File: src/rtl/rse_pkg.sv
package rse_pkg;
    typedef enum logic {
        MODE_DATA = 1'b0,
        MODE_LEN  = 1'b1
    } rle_mode_e;
endpackage

File: src/rtl/rse_slice_gather.sv
module rse_slice_gather #(
    parameter int WORD_W = 32,
    parameter int NIB_W  = 4,
    parameter int CNT_W  = 16
) (
    input  logic                     clk,
    input  logic                     rst_n,
    input  logic                     start_i,
    input  logic [CNT_W-1:0]         count_i,
    input  logic                     freeze_i,
    input  logic                     in_valid_i,
    input  logic [WORD_W-1:0]        in_data_i,
    output logic                     in_ready_o,
    input  logic                     take_i,
    output logic                     code_valid_o,
    output logic [WORD_W+NIB_W-1:0]  code_o,
    output logic                     left_zero_o
);
    localparam int LANES  = WORD_W / NIB_W;
    localparam int SLOTS  = LANES + 1;
    localparam int CODE_W = WORD_W + NIB_W;
    localparam int FILL_W = $clog2(SLOTS + 1);
    localparam int RD_W   = $clog2(LANES + 1);
    localparam int IDX_W  = $clog2(LANES);

    typedef struct packed {
        logic                         busy;
        logic [FILL_W-1:0]            fill;
        logic [RD_W-1:0]              rd;
        logic [CNT_W-1:0]             left;
        logic [SLOTS-1:0][WORD_W-1:0] words;
    } gather_t;

    gather_t st_d, st_q;

    logic [LANES-1:0][CODE_W-1:0] lane_code;
    logic                         full;
    logic                         release_slice;
    logic [IDX_W-1:0]             rd_idx;

    // Merge the shared high-nibble word back onto each data word.
    for (genvar g = 0; g < LANES; g++) begin : g_lane
        assign lane_code[g] = {st_q.words[LANES][WORD_W-1-NIB_W*g -: NIB_W],
                               st_q.words[g]};
    end

    assign full          = (st_q.fill == FILL_W'(SLOTS));
    assign rd_idx        = st_q.rd[IDX_W-1:0];
    assign left_zero_o   = (st_q.left == '0);
    assign code_valid_o  = st_q.busy && full && (st_q.rd < RD_W'(LANES)) && !left_zero_o;
    assign code_o        = lane_code[rd_idx];
    assign release_slice = full && ((st_q.rd == RD_W'(LANES)) || left_zero_o);
    assign in_ready_o    = st_q.busy && !full && !left_zero_o && !freeze_i;

    always_comb begin
        st_d = st_q;
        if (start_i) begin
            st_d.busy = 1'b1;
            st_d.left = count_i;
            st_d.fill = '0;
            st_d.rd   = '0;
        end else begin
            if (in_valid_i && in_ready_o) begin
                st_d.words[st_q.fill] = in_data_i;
                st_d.fill             = st_q.fill + FILL_W'(1);
            end
            if (take_i) begin
                st_d.rd   = st_q.rd + RD_W'(1);
                st_d.left = st_q.left - CNT_W'(1);
            end
            if (release_slice) begin
                st_d.fill = '0;
                st_d.rd   = '0;
            end
        end
    end

    always_ff @(posedge clk or negedge rst_n) begin
        if (!rst_n) st_q <= '0;
        else        st_q <= st_d;
    end
endmodule

File: src/rtl/rse_rle_core.sv
module rse_rle_core
    import rse_pkg::*;
#(
    parameter int CODE_W = 36,
    parameter int LIM_W  = 32
) (
    input  logic                 clk,
    input  logic                 rst_n,
    input  logic                 start_i,
    input  logic [LIM_W-1:0]     limit_i,
    input  logic                 code_valid_i,
    input  logic [CODE_W-1:0]    code_i,
    input  logic                 words_done_i,
    output logic                 take_o,
    output logic                 out_valid_o,
    input  logic                 out_ready_i,
    output logic [CODE_W-3:0]    sample_o,
    output logic                 limit_hit_o,
    output logic                 done_o
);
    localparam int SAMPLE_W = CODE_W - 2;
    localparam int RUN_W    = CODE_W + 2;

    typedef struct packed {
        logic                active;
        rle_mode_e           mode;
        logic [SAMPLE_W-1:0] sample;
        logic [RUN_W-1:0]    run;
        logic [LIM_W-1:0]    emitted;
        logic [LIM_W-1:0]    limit;
    } core_t;

    core_t st_d, st_q;
    logic  run_live;
    logic  fire;

    assign limit_hit_o = st_q.active && (st_q.emitted >= st_q.limit);
    assign run_live    = (st_q.mode == MODE_DATA) && (st_q.run != '0);
    assign out_valid_o = st_q.active && run_live && !limit_hit_o;
    assign fire        = out_valid_o && out_ready_i;
    assign take_o      = st_q.active && !limit_hit_o && code_valid_i &&
                         ((st_q.mode == MODE_LEN) || (st_q.run == '0));
    assign sample_o    = st_q.sample;
    assign done_o      = st_q.active && (limit_hit_o || (words_done_i && !run_live));

    always_comb begin
        st_d = st_q;
        if (start_i) begin
            st_d.active  = 1'b1;
            st_d.mode    = MODE_DATA;
            st_d.sample  = '0;
            st_d.run     = '0;
            st_d.emitted = '0;
            st_d.limit   = limit_i;
        end else if (take_o) begin
            if (st_q.mode == MODE_DATA) begin
                st_d.sample = code_i[SAMPLE_W-1:0];
                st_d.run    = RUN_W'(code_i[SAMPLE_W]) + RUN_W'(1);
                st_d.mode   = code_i[SAMPLE_W+1] ? MODE_LEN : MODE_DATA;
            end else begin
                st_d.run  = st_q.run + RUN_W'({code_i, 1'b0});
                st_d.mode = MODE_DATA;
            end
        end else if (fire) begin
            st_d.run     = st_q.run - RUN_W'(1);
            st_d.emitted = st_q.emitted + LIM_W'(1);
        end
    end

    always_ff @(posedge clk or negedge rst_n) begin
        if (!rst_n) st_q <= '0;
        else        st_q <= st_d;
    end
endmodule

File: src/rtl/rse_byte_lanes.sv
module rse_byte_lanes #(
    parameter int SAMPLE_W = 34
) (
    input  logic [SAMPLE_W-1:0]                sample_i,
    output logic [((SAMPLE_W+7)/8)*8-1:0]      bytes_o
);
    localparam int BYTES = (SAMPLE_W + 7) / 8;
    localparam int OUT_W = BYTES * 8;

    logic [OUT_W-1:0] padded;
    assign padded = OUT_W'(sample_i);

    for (genvar b = 0; b < BYTES; b++) begin : g_byte
        assign bytes_o[8*b +: 8] = padded[8*b +: 8];
    end
endmodule

File: src/rtl/rle_slice_expander.sv
module rle_slice_expander #(
    parameter int WORD_W = 32,
    parameter int NIB_W  = 4,
    parameter int CNT_W  = 16,
    parameter int LIM_W  = 32
) (
    input  logic                 clk,
    input  logic                 rst_n,
    input  logic                 start_i,
    input  logic [CNT_W-1:0]     word_count_i,
    input  logic [LIM_W-1:0]     sample_limit_i,
    input  logic                 in_valid_i,
    input  logic [WORD_W-1:0]    in_data_i,
    output logic                 in_ready_o,
    output logic                 out_valid_o,
    input  logic                 out_ready_i,
    output logic [39:0]          out_data_o,
    output logic                 done_o
);
    localparam int CODE_W   = WORD_W + NIB_W;
    localparam int SAMPLE_W = CODE_W - 2;

    logic                code_valid;
    logic [CODE_W-1:0]   code;
    logic                left_zero;
    logic                take;
    logic                limit_hit;
    logic [SAMPLE_W-1:0] sample;

    rse_slice_gather #(.WORD_W(WORD_W), .NIB_W(NIB_W), .CNT_W(CNT_W)) gather_i (
        .clk          (clk),
        .rst_n        (rst_n),
        .start_i      (start_i),
        .count_i      (word_count_i),
        .freeze_i     (limit_hit),
        .in_valid_i   (in_valid_i),
        .in_data_i    (in_data_i),
        .in_ready_o   (in_ready_o),
        .take_i       (take),
        .code_valid_o (code_valid),
        .code_o       (code),
        .left_zero_o  (left_zero)
    );

    rse_rle_core #(.CODE_W(CODE_W), .LIM_W(LIM_W)) core_i (
        .clk          (clk),
        .rst_n        (rst_n),
        .start_i      (start_i),
        .limit_i      (sample_limit_i),
        .code_valid_i (code_valid),
        .code_i       (code),
        .words_done_i (left_zero),
        .take_o       (take),
        .out_valid_o  (out_valid_o),
        .out_ready_i  (out_ready_i),
        .sample_o     (sample),
        .limit_hit_o  (limit_hit),
        .done_o       (done_o)
    );

    rse_byte_lanes #(.SAMPLE_W(SAMPLE_W)) lanes_i (
        .sample_i (sample),
        .bytes_o  (out_data_o)
    );
endmodule

File: config.mk
export PLATFORM = sky130hd
export DESIGN_NAME = rle_slice_expander
export DESIGN_NICKNAME = d
export VERILOG_FILES = /design/src/rtl/rse_pkg.sv /design/src/rtl/rse_slice_gather.sv /design/src/rtl/rse_rle_core.sv /design/src/rtl/rse_byte_lanes.sv /design/src/rtl/rle_slice_expander.sv
export SDC_FILE = /design/constraint.sdc
export NUM_CORES = 1
export LEC_CHECK = 0
export ABC_AREA = 0
export BUFFER_PORTS_ARGS = -buffer_cell sky130_fd_sc_hd__buf_2
export CAP_MARGIN = 10
export CORE_MARGIN = 2
export CORE_UTILIZATION = 40
export DETAILED_ROUTE_END_ITERATION = 16
export MAX_ROUTING_LAYER = met4
export RECOVER_POWER = 25
export SETUP_SLACK_MARGIN = 0.02
export SLEW_MARGIN = 15
export SYNTH_ARGS = -nofsm -noshare
export SYNTH_HDL_FRONTEND = slang
export SYNTH_HIERARCHICAL = 1
export SYNTH_SLANG_ARGS = --single-unit
File: constraint.sdc
create_clock -name clk -period 10.4 [get_ports clk]
set_input_delay 2.08 -clock clk [delete_from_list [all_inputs] [get_ports clk]]
set_output_delay 2.08 -clock clk [all_outputs]
set_load 0.03 [all_outputs]
==> flow_summary.ini <==
[cells_and_area]
layout_commonest_cell = dfrtp_1
area_delta_synth_final_pct = 10.0
layout.nets = 2242
layout-drive-gt1-share = 0.313
fill_cells = 5542
final_cell_mix = dfrtp_1, mux2_2, nand2_1

[worst_setup_path]
crit_path_top_delay_cell = clkbuf_1
critPathBufInv = 3
cp_cell_sequence = clkbuf_1 > buf_4 > inv_1 > o21ai_4 > nor2_4 > a21oi_1 > a2bb2oi_1
crit_type = input port to register
critical-path-top-delay-family = buffers and inverters
critPathLaunchType = input port
cp_max_fo = 94
end_kind = register
required_ns = 10.91
cp.arrival_ns = 7.51
cpPeakStageDelay_ns = 2.84

[die]
initial_utilization = 0.403
io_pins = 128
rows = 90
die_y_um = 250
die_area_um2 = 62500
dieWidth_um = 250
core_area_um2 = 60000

[timing]
fin_tns_setup_ns = 0
skew_ns = 0.0486
max_freq_mhz = 143
rsz0062_at_grt = false
setup_ws_ns = 3.40
layout_min_cycle_time_ns = 7.00
hold_viol = 0
setup_viol = 0
min_period_over_period = 0.673
worst_slew_pin_slew_ns = 4.16
drv_slew = 168
slew_headroom = -1.77

[placement]
gp_congestion = 0.860
port_buffers = 121
dp_hpwl_um = 38700
post-place-ws_ns = 4.63

[power]
peakVddDrop_mv = 0.124
cellLeakagePower_uw = 0.0123
power-per-cell-area_nw_per_um2 = 201

[drt]
drt_iter0_markers = 926
ant_nets = 0
avgViaCountPerCell = 5.56
vias = 16154
wl_per_cell_um = 20.3
first_pass_iters = 6
wl_um = 59100
drc_errors = 0

[clocking]
cts_buffer_depth = 3
h-tree-depth = 2
postCtsHoldBufs = 0
numCtsBuffers = 50
cts_tree = built
cts-root-buf = clkbuf_16
cts_setup_buffers = 0
cts_resized = 0
clkSlewWorstSetupHoldPaths_ns = 0.06
clk_latency_ns = 0.63
cts.sinks = 451

[yosys]
yosys.area.top_type = dfrtp_1
async_flop_share = 1.00
synth_area_um2 = 24200
synth_ff_type = dfrtp_1
synth_top_area_frac = 0.466
syn_area_per_cell_um2 = 11.8
yosysWarnings = 6
netlist_instances = 2055
synth-seq-cells = 451
synth_area_leaders = dfrtp_1, mux2_2, mux4_2, ha_1, nand2_1
synth_edf_count = 0
ys_seq_area_frac = 0.466
synthDistinctLibCells = 92

[global_route]
grt_pass1_wl_um = 94900
grt_usage = 0.198
grt_pass1_vias = 16788
grt_max_degree = 153
grt_overflow = 0
antenna_found_initial = 7

[status]
outcome = finished with violations
violations = capacitance limit, slew limit

[run]
drv_cap = 2

[hold_path]
worstHoldPathType = register to register
-- area by class of cell --
type	instances	area (µm²)	area share
Multi-Input combinational cell	1370	11700	0.438
Sequential cell	451	11300	0.424
Clock buffer	72	1460	0.0550
Tap cell	782	978	0.0368
Timing Repair Buffer	142	777	0.0292
Inverter	63	241	0.00907
Clock inverter	17	196	0.00738
Antenna cell	7	17.5	0.000658
-- report_power, final --
| part | switching [µW] | internal (µW) |
|---|---|---|
| Sequential | 172 | 1960 |
| Combinational | 833 | 613 |
| Clock | 749 | 1030 |
| Total | 1750 | 3600 |
-- cells in the mapped netlist (all sizes together) (39+ instances only) --
| cell type | instances |
|---|---|
| a21oi | 105 |
| buf | 128 |
| o21ai | 77 |
| nor2 | 72 |
| nand2 | 184 |
| a21o | 39 |
| ha | 78 |
| inv | 62 |
| clkbuf | 48 |
| mux2 | 325 |
| dfrtp | 451 |
| xor2 | 45 |
| mux4 | 72 |
-- per-stage QoR --
step | util | total power (µW) | cell area (µm²) | std cells | hold slack (ns)
final | 0.443 | 5360 | 26600 | 2904 | 0.493
after global routing | 0.443 | 5640 | 26600 | 2904 | 0.505
after CTS | 0.443 | 5390 | 26600 | 2897 | 0.495
after detailed placement | 0.416 | 3580 | 25000 | 2808 | 0.482
after global placement | 0.416 | 3550 | 25000 | 2808 | 0.472
after floorplan | - | 3180 | 24200 | 2060 | 0.459
-- worst reg2reg max path, cell delays in order (launching register included) --
cell       delay [ns]
dfrtp_4          0.91
buf_4            0.79
mux4_2           0.64
mux2_2           0.29
ha_1             0.38
a21o_1           0.25
a221oi_1         0.33
o21ai_0          0.15
or3b_1           0.38
o221ai_1         0.30
o31ai_1          0.16
a2111oi_0        0.64
o32a_1           0.27
a21oi_1          0.07
-- metal layers --
layer | share of wire | GRT usage
met1 | 0.46 | 0.263
met2 | 0.46 | 0.309
met3 | 0.052 | 0.0419
met4 | 0.023 | 0.0512
met5 | 0 | -
-- cells by family after synthesis --
group           Yosys count  share of synthesized area
mux                     400                      0.220
fa+ha+maj                79                     0.0412
flops                   451                      0.466
xor+xnor                 83                     0.0300
buf+inv                 239                     0.0558
compound gates          343                     0.0917
simple gates            459                     0.0951
other cells               1                   0.000155
-- flip-flops by register name, summed over array words and instances (netlist names) --
register            cells
gather_i/rd_idx         3
gather_i/lane_code    288
core_i/sample_o        34
gather_i/st_q          22
core_i/st_q           104
-- worst paths after layout --
kind / from / to / slack (ns) / cells after the start
max reg2reg: gather_i/rd_idx[0] / core_i/st_q[101] / 4.50 / 13
max: start_i / core_i/st_q[73] / 3.40 / 7
min reg2reg: gather_i/lane_code[110] / gather_i/lane_code[110] / 0.49 / 1
min: gather_i/lane_code[110] / gather_i/lane_code[110] / 0.49 / 1
min in group asynchronous: rst_n / core_i/st_q[11] / 2.95 / 1
max in group asynchronous: rst_n / gather_i/lane_code[192] / 4.21 / 3
Note: power is estimated with default switching activity, not from simulation.
